===== src/rtl/ir_mod_pkg.sv =====
package ir_mod_pkg;
  // bit 0 is the enable, bit 4 the software data bit
  typedef struct packed {
    logic sw_bit;
    logic sw_sel;
    logic fsk;
    logic inv;
    logic en;
  } ir_cfg_t;

  localparam int unsigned IR_CFG_W = $bits(ir_cfg_t);
endpackage


===== src/rtl/ir_cfg_reg.sv =====
module ir_cfg_reg
  import ir_mod_pkg::*;
(
  input  logic                clk,
  input  logic                rst_n,
  input  logic                we,
  input  logic [IR_CFG_W-1:0] wdata,
  output ir_cfg_t             cfg_q
);
  always_ff @(posedge clk or negedge rst_n) begin
    if (!rst_n)  cfg_q <= '0;
    else if (we) cfg_q <= ir_cfg_t'(wdata);
  end

  // a write lands on the next edge
  a_r8_load: assert property (@(posedge clk) disable iff (!rst_n)
    we |=> (cfg_q == ir_cfg_t'($past(wdata))));
  // no strobe, no change
  a_r8_hold: assert property (@(posedge clk) disable iff (!rst_n)
    !we |=> $stable(cfg_q));
endmodule


===== src/rtl/ir_data_sel.sv =====
module ir_data_sel (
  input  logic sw_sel,
  input  logic sw_bit,
  input  logic uart_tx,
  output logic data_bit
);
  always_comb data_bit = sw_sel ? sw_bit : uart_tx;
endmodule


===== src/rtl/ir_key_mux.sv =====
module ir_key_mux (
  input  logic clk,
  input  logic rst_n,
  input  logic en,
  input  logic fsk,
  input  logic inv,
  input  logic data_bit,
  input  logic carrier_a,
  input  logic carrier_b,
  input  logic uart_tx,
  output logic pin
);
  logic keyed;

  always_comb begin
    if (fsk) keyed = data_bit ? carrier_a : carrier_b;
    else     keyed = data_bit & carrier_a;
    pin = en ? (keyed ^ inv) : uart_tx;
  end

  // bypass while disabled
  a_r1_bypass: assert property (@(posedge clk) disable iff (!rst_n)
    !en |-> (pin == uart_tx));
  // ASK with data 0 leaves only the polarity level
  a_r2_ask_idle: assert property (@(posedge clk) disable iff (!rst_n)
    (en && !fsk && !data_bit) |-> (pin == inv));
  // FSK with data 0 uses the second carrier
  a_r3_fsk_zero: assert property (@(posedge clk) disable iff (!rst_n)
    (en && fsk && !data_bit) |-> (pin == (carrier_b ^ inv)));
  // data 1 always carries carrier A
  a_r3_data_one: assert property (@(posedge clk) disable iff (!rst_n)
    (en && data_bit) |-> (pin == (carrier_a ^ inv)));
endmodule


===== src/rtl/ir_mod_top.sv =====
module ir_mod_top
  import ir_mod_pkg::*;
(
  input  logic       clk,
  input  logic       rst_n,
  input  logic       cfg_we,
  input  logic [4:0] cfg_wdata,
  input  logic       carrier_a,
  input  logic       carrier_b,
  input  logic       uart_tx,
  output logic       ir_pin
);
  ir_cfg_t cfg;
  logic    data_bit;

  ir_cfg_reg u_cfg (
    .clk   (clk),
    .rst_n (rst_n),
    .we    (cfg_we),
    .wdata (cfg_wdata),
    .cfg_q (cfg)
  );

  ir_data_sel u_sel (
    .sw_sel   (cfg.sw_sel),
    .sw_bit   (cfg.sw_bit),
    .uart_tx  (uart_tx),
    .data_bit (data_bit)
  );

  ir_key_mux u_mux (
    .clk       (clk),
    .rst_n     (rst_n),
    .en        (cfg.en),
    .fsk       (cfg.fsk),
    .inv       (cfg.inv),
    .data_bit  (data_bit),
    .carrier_a (carrier_a),
    .carrier_b (carrier_b),
    .uart_tx   (uart_tx),
    .pin       (ir_pin)
  );

  // with the software source chosen and enabled, the UART line has no say in ASK data-1 gating
  a_r4_sw_source: assert property (@(posedge clk) disable iff (!rst_n)
    (cfg.en && cfg.sw_sel && cfg.sw_bit) |-> (ir_pin == (carrier_a ^ cfg.inv)));
endmodule


===== config.mk =====
export PLATFORM = sky130hd
export DESIGN_NAME = ir_mod_top
export DESIGN_NICKNAME = d
export VERILOG_FILES = /design/src/rtl/ir_mod_pkg.sv /design/src/rtl/ir_cfg_reg.sv /design/src/rtl/ir_data_sel.sv /design/src/rtl/ir_key_mux.sv /design/src/rtl/ir_mod_top.sv
export SDC_FILE = /design/constraint.sdc
export NUM_CORES = 1
export LEC_CHECK = 0
export BUFFER_PORTS_ARGS = -buffer_cell sky130_fd_sc_hd__clkbuf_2
export CORE_AREA = 2 2 39 41
export DETAILED_ROUTE_END_ITERATION = 7
export DIE_AREA = 0 0 41 43
export SYNTH_ARGS = -nofsm -noshare
export SYNTH_HDL_FRONTEND = slang
export SYNTH_SLANG_ARGS = --single-unit
export TNS_END_PERCENT = 20

===== constraint.sdc =====
create_clock -name clk -period 1.7 [get_ports clk]
set_input_delay 0.425 -clock clk [delete_from_list [all_inputs] [get_ports clk]]
set_output_delay 0.425 -clock clk [all_outputs]
set_load 0.005 [all_outputs]

Word-level counts from Yosys, hierarchy flattened
Index checks and enable logic that the tools add are counted.
{"block": "classes", "n_bitwise": 2, "mux": 4}
{"operator": "1-bit two-way mux", "count": 4}
{"operator": "1-bit AND", "count": 1}
{"operator": "1-bit XOR", "count": 1}
{"block": "word_totals", "register_bits": 5, "out_inout_bits": 1, "word_cells": 11, "in_bits": 11}

Longest topological paths before layout
{"block": "depth", "ltp_word": 5, "mapped_depth": 3, "ltp_nobuf": 3}

Modules after synthesis
From an unflattened synthesis, not the netlist that was laid out.
{"block": "hier_totals", "cells_unflattened": 18, "hier_area_um2": 256.5}
{"module": "ir_cfg_reg", "seq_area_each_um2": 125.1, "area_per_inst_um2": 181.4, "n_inst": 1, "cells_per_inst": 10}
{"module": "ir_key_mux", "seq_area_each_um2": 0.0, "area_per_inst_um2": 60.1, "n_inst": 1, "cells_per_inst": 7}
{"module": "ir_data_sel", "seq_area_each_um2": 0.0, "area_per_inst_um2": 15.0, "n_inst": 1, "cells_per_inst": 1}

Worst setup path before layout
OpenSTA, ideal clock, no wires.
{"block": "synth_timing", "path_type": "input port to output port", "from": "input port uart_tx", "to": "output port ir_pin", "path_buffers": 0, "t_arrival_ns": 0.819, "path_slack_ns": 0.456, "path_stages": 3, "required_time_ns": 1.275, "path_cell_list": "mux2i_2 a21oi_1 nand4b_1"}
{"block": "synth_via", "elab_chain_len": 5, "elab_cells_between_ends": 6, "classes_between": "mux: 4; bitwise: 2"}
{"item": "start, declared", "line": "ir_mod_top.sv:10", "text": "input logic uart_tx,"}
{"item": "1-bit two-way mux", "line": "ir_data_sel.sv:7", "text": "always_comb data_bit = sw_sel ? sw_bit : uart_tx;"}
{"item": "1-bit AND or 1-bit two-way mux (tied branches)", "line": "ir_key_mux.sv:17, ir_key_mux.sv:16"}
{"item": "1-bit two-way mux", "line": "ir_key_mux.sv:16", "text": "if (fsk) keyed = data_bit ? carrier_a : carrier_b;"}
{"item": "1-bit XOR", "line": "ir_key_mux.sv:18", "text": "pin = en ? (keyed ^ inv) : uart_tx;"}
{"item": "1-bit two-way mux (*)", "line": "ir_key_mux.sv:18"}
{"item": "end, declared", "line": "ir_mod_top.sv:11", "text": "output logic ir_pin"}
Every way passes the cells marked *; elsewhere a longest branch is shown, timed or not.

Final worst setup path
{"block": "layout_timing", "from": "register u_cfg.cfg_q[3] in the netlist's numbering", "to": "output port ir_pin"}
{"block": "layout_via", "elab_chain_len": 5, "elab_cells_between_ends": 6, "classes_between": "mux: 4; bitwise: 2"}
{"item": "start, declared", "line": "ir_cfg_reg.sv:8", "text": "output ir_cfg_t cfg_q"}
{"item": "start signal, assigned", "line": "ir_cfg_reg.sv:12", "text": "else if (we) cfg_q <= ir_cfg_t'(wdata);"}
{"item": "1-bit two-way mux (*)", "line": "ir_data_sel.sv:7"}
{"item": "1-bit AND or 1-bit two-way mux (tied branches)", "line": "ir_key_mux.sv:17, ir_key_mux.sv:16"}
{"item": "1-bit two-way mux (*)", "line": "ir_key_mux.sv:16"}
{"item": "1-bit XOR (*)", "line": "ir_key_mux.sv:18"}
{"item": "1-bit two-way mux (*)", "line": "ir_key_mux.sv:18"}
Marks and branches as above.

==> results.md <==
| Group | Item | This run |
|:---|:---|:---|
| timing | Unrepaired setup endpoints after global routing | true |
| route | Total number of vias | 224 |
| layout | Synthesis-to-finish area growth | 47.03% |
| clock tree | TritonCTS Buffers | 3 |
| floorplan | Core box area | 1384 µm² |
| floorplan | Site row count | 14 |
| synthesis | Yosys warning total | 0 |
| route | DRC violation total after the first TritonRoute iteration | 2 |
| layout | Commonest cells after routing, fill and taps aside | sky130_fd_sc_hd__clkbuf_2, sky130_fd_sc_hd__mux2_2, sky130_fd_sc_hd__dfrtp_1 |
| route | Antenna viol nets, final | 0 |
| timing | Post-route minimum period | 1632 ps |
| clock tree | TritonCTS clock tree | yes |
| floorplan | Initial Utilization | 0.1826 |
| synthesis | Cell types occupying the most area after synthesis | sky130_fd_sc_hd__dfrtp_1, sky130_fd_sc_hd__mux2_2, sky130_fd_sc_hd__nand3b_1, sky130_fd_sc_hd__mux2i_2, sky130_fd_sc_hd__nand4_1 |
| clock tree | Clock network latency to the later pin of the worst-skew pair | 240 ps |
| layout | Share of layout cells above drive strength 1 | 0.5676 |
| layout | Utilization of the core after routing | 0.2685 |
| worst setup path | Critical path required time | 1270 ps |
| floorplan | Vertical extent of the die | 43 µm |
| synthesis | Netlist area before placement | 252.7 µm² |
| layout | Largest register by flop count | u_cfg.cfg_q |
| clock tree | Root Buffer | sky130_fd_sc_hd__clkbuf_4 |
| route | DRC violations left | 0 |
| pwr | Peak ir drop on the vdd network | 0.0003422 V |
| layout | NumNets Final | 49 |
| place | Final weighted congestion in routability-driven placement | 0.5757 |
| layout | Max reg flops | 5 |
| run | Max-cap check violation count | 0 |
| pwr | Leak | 0.1678 nW |
| layout | Most common library cell in the layout ignoring fill and taps | sky130_fd_sc_hd__clkbuf_2 |
| timing | Final Skew | 0 ps |
| timing | Final number of hold-violating endpoints | 0 |
| place | Count of buffers from port buffering | 11 |
| timing | Final Hold Slack | 420.3 ps |
| grt | Largest net degree at the start of global routing | 7 |
| clock tree | CTS clock-pin slew for the worst setup and hold paths | 40 ps |
| timing | Relative slew slack | 0.8507 |
| layout | Largest regs | u_cfg.cfg_q: 5 flops |
| route | Via-to-Cell Ratio | 4.226 |
| clock tree | Post-cts repair resize count | 0 |
| timing | Pin slew with the least headroom to its limit | 219.6 ps |
| grt | Global-route wire length before repair | 779 µm |
| synthesis | Share of Yosys cell area claimed by the top area cell type | 0.4950 |
| layout | Non-filler instance count after layout | 53 |
| clock tree | Max Root-Sink Buffers | 2 |
| floorplan | Die Width | 41 µm |
| timing | Total of endpoints with negative setup slack in the final report | 0 |
| worst setup path | Worst setup path category | reg -> out |
| synthesis | Avg Synthesized Cell Area | 12.64 µm² |
| pwr | Pwr Density | 895.0 nW/µm² |
| timing | Number of slew-limit violations in the final report | 0 |
| place | Placed instance count | 47 |
| grt | Tot GR Track Use | 0.06566 |
| synthesis | Number of flip-flops and latches in the synthesized netlist | 5 |
| floorplan | Number of top-level design ports | 12 |
| worst setup path | Maximum fanout along the worst path | 3 |
| synthesis | Post-synthesis instance total | 20 |
| outcome | Result of the run | finished clean |
| clock tree | CTS H-Tree Depth | 1 |
| worst setup path | Data arrival time of the critical path | 1210 ps |
| worst setup path | Type of origin of the critical path | register |
| route | Length of the first detailed-routing pass in iterations | 2 |
| synthesis | Seq/Total Area, Yosys | 0.4950 |
| worst setup path | Worst Setup End Kind | output port |
| timing | Fin crit share | 0.9602 |
| grt | Total overflow reported by the global router | 0 |
| grt | Number of global-route vias before repair | 194 |
| synthesis | Nets in the synthesized netlist | 31 |
| clock tree | Clock sink count | 5 |
| route | Routed Wire Length | 511 µm |
| route | DR WL/cell | 9.642 µm |
| floorplan | Die ar. | 1763 µm² |
| timing | FMAX | 612.6 MHz |
| pwr | Total power draw | 0.3326 mW |
| grt | Initial antenna violation count | 0 |
| layout | Antenna Diode Count | 0 |
| synthesis | Distinct cell type count of the synthesized netlist | 10 |
| synthesis | Cell type with the largest total area after synthesis | sky130_fd_sc_hd__dfrtp_1 |
| min path | Hold Crit Class | in -> reg |
-- per-stage QoR --
| step | worst slack (ps) | cell area, µm² | TNS (ps) |
|---|---|---|---|
| finish | 67.74 | 371.6 | 0 |
| global route | -14.54 | 371.6 | -14.54 |
| CTS | 40.23 | 364.1 | 0 |
| detailed placement | 200.6 | 327.8 | 0 |
| global placement | 236.6 | 327.8 | 0 |
| floorplan | 455.8 | 252.7 | 0 |
-- where the power goes --
group	internal, mW	leakage [nW]	switching, mW
clock network	0.0885	0.0150	0.0447
logic	0.0368	0.0943	0.0196
registers	0.132	0.0585	0.0113
-- cell usage after synthesis --
library cell,number
sky130_fd_sc_hd__a21oi_1,1
sky130_fd_sc_hd__nand2b_1,1
sky130_fd_sc_hd__nor2b_1,1
sky130_fd_sc_hd__nand4_1,2
sky130_fd_sc_hd__mux2_2,5
sky130_fd_sc_hd__nand3b_1,2
sky130_fd_sc_hd__mux2i_2,1
sky130_fd_sc_hd__dfrtp_1,5
sky130_fd_sc_hd__nand4b_1,1
sky130_fd_sc_hd__nand2_1,1
-- critical path, stage by stage, from the launching register on --
cell                       delay (ps)
sky130_fd_sc_hd__dfrtp_1          360
sky130_fd_sc_hd__mux2i_2          270
sky130_fd_sc_hd__a21oi_1           60
sky130_fd_sc_hd__nand4b_1         160
sky130_fd_sc_hd__clkbuf_2         120
-- cell families (layout without fill, tap and decap cells) --
logic type | after synthesis | in the layout | synth area share
buffers and inverters | 0 | 17 | 0
muxes | 6 | 6 | 0.2772
DFF | 5 | 5 | 0.4950
and+or+nand+nor | 8 | 8 | 0.2079
AOI/OAI and AO/OA | 1 | 1 | 0.01978
-- final timing paths --
check | start | end | cells after the start | slack, ps
max | u_cfg.cfg_q[3] | ir_pin | 4 | 70
min | cfg_wdata[4] | u_cfg.cfg_q[4] | 2 | 420
max reg2reg | u_cfg.cfg_q[3] | u_cfg.cfg_q[3] | 2 | 820
min reg2reg | u_cfg.cfg_q[2] | u_cfg.cfg_q[2] | 1 | 540
max in group asynchronous | rst_n | u_cfg.cfg_q[1] | 2 | 1030
min in group asynchronous | rst_n | u_cfg.cfg_q[3] | 2 | 530
-- routing by layer --
layer	share of wire	up-vias	track usage
li1	-	108	-
met1	0.50	104	0.08852
met2	0.37	12	0.07813
met3	0.13	0	0.03665
met4	0	0	0.04000
met5	0	-	0
-- cell type report --
| cell class | instances | area (µm²) |
|---|---|---|
| tap | 16 | 20.02 |
| timing repair buffer | 13 | 72.57 |
| sequential | 5 | 125.1 |
| clock buffer | 4 | 26.28 |
| fill | 149 | 1012 |
| multi-input combinational | 15 | 127.6 |
-- timing repair --
action | CTS | global route
buffers inserted | 0 | 1
hold endpoints to repair | 5 | 0
setup endpoints to repair | 0 | 1
hold buffers | 1 | 0
Power figures use the tool's default switching activity.
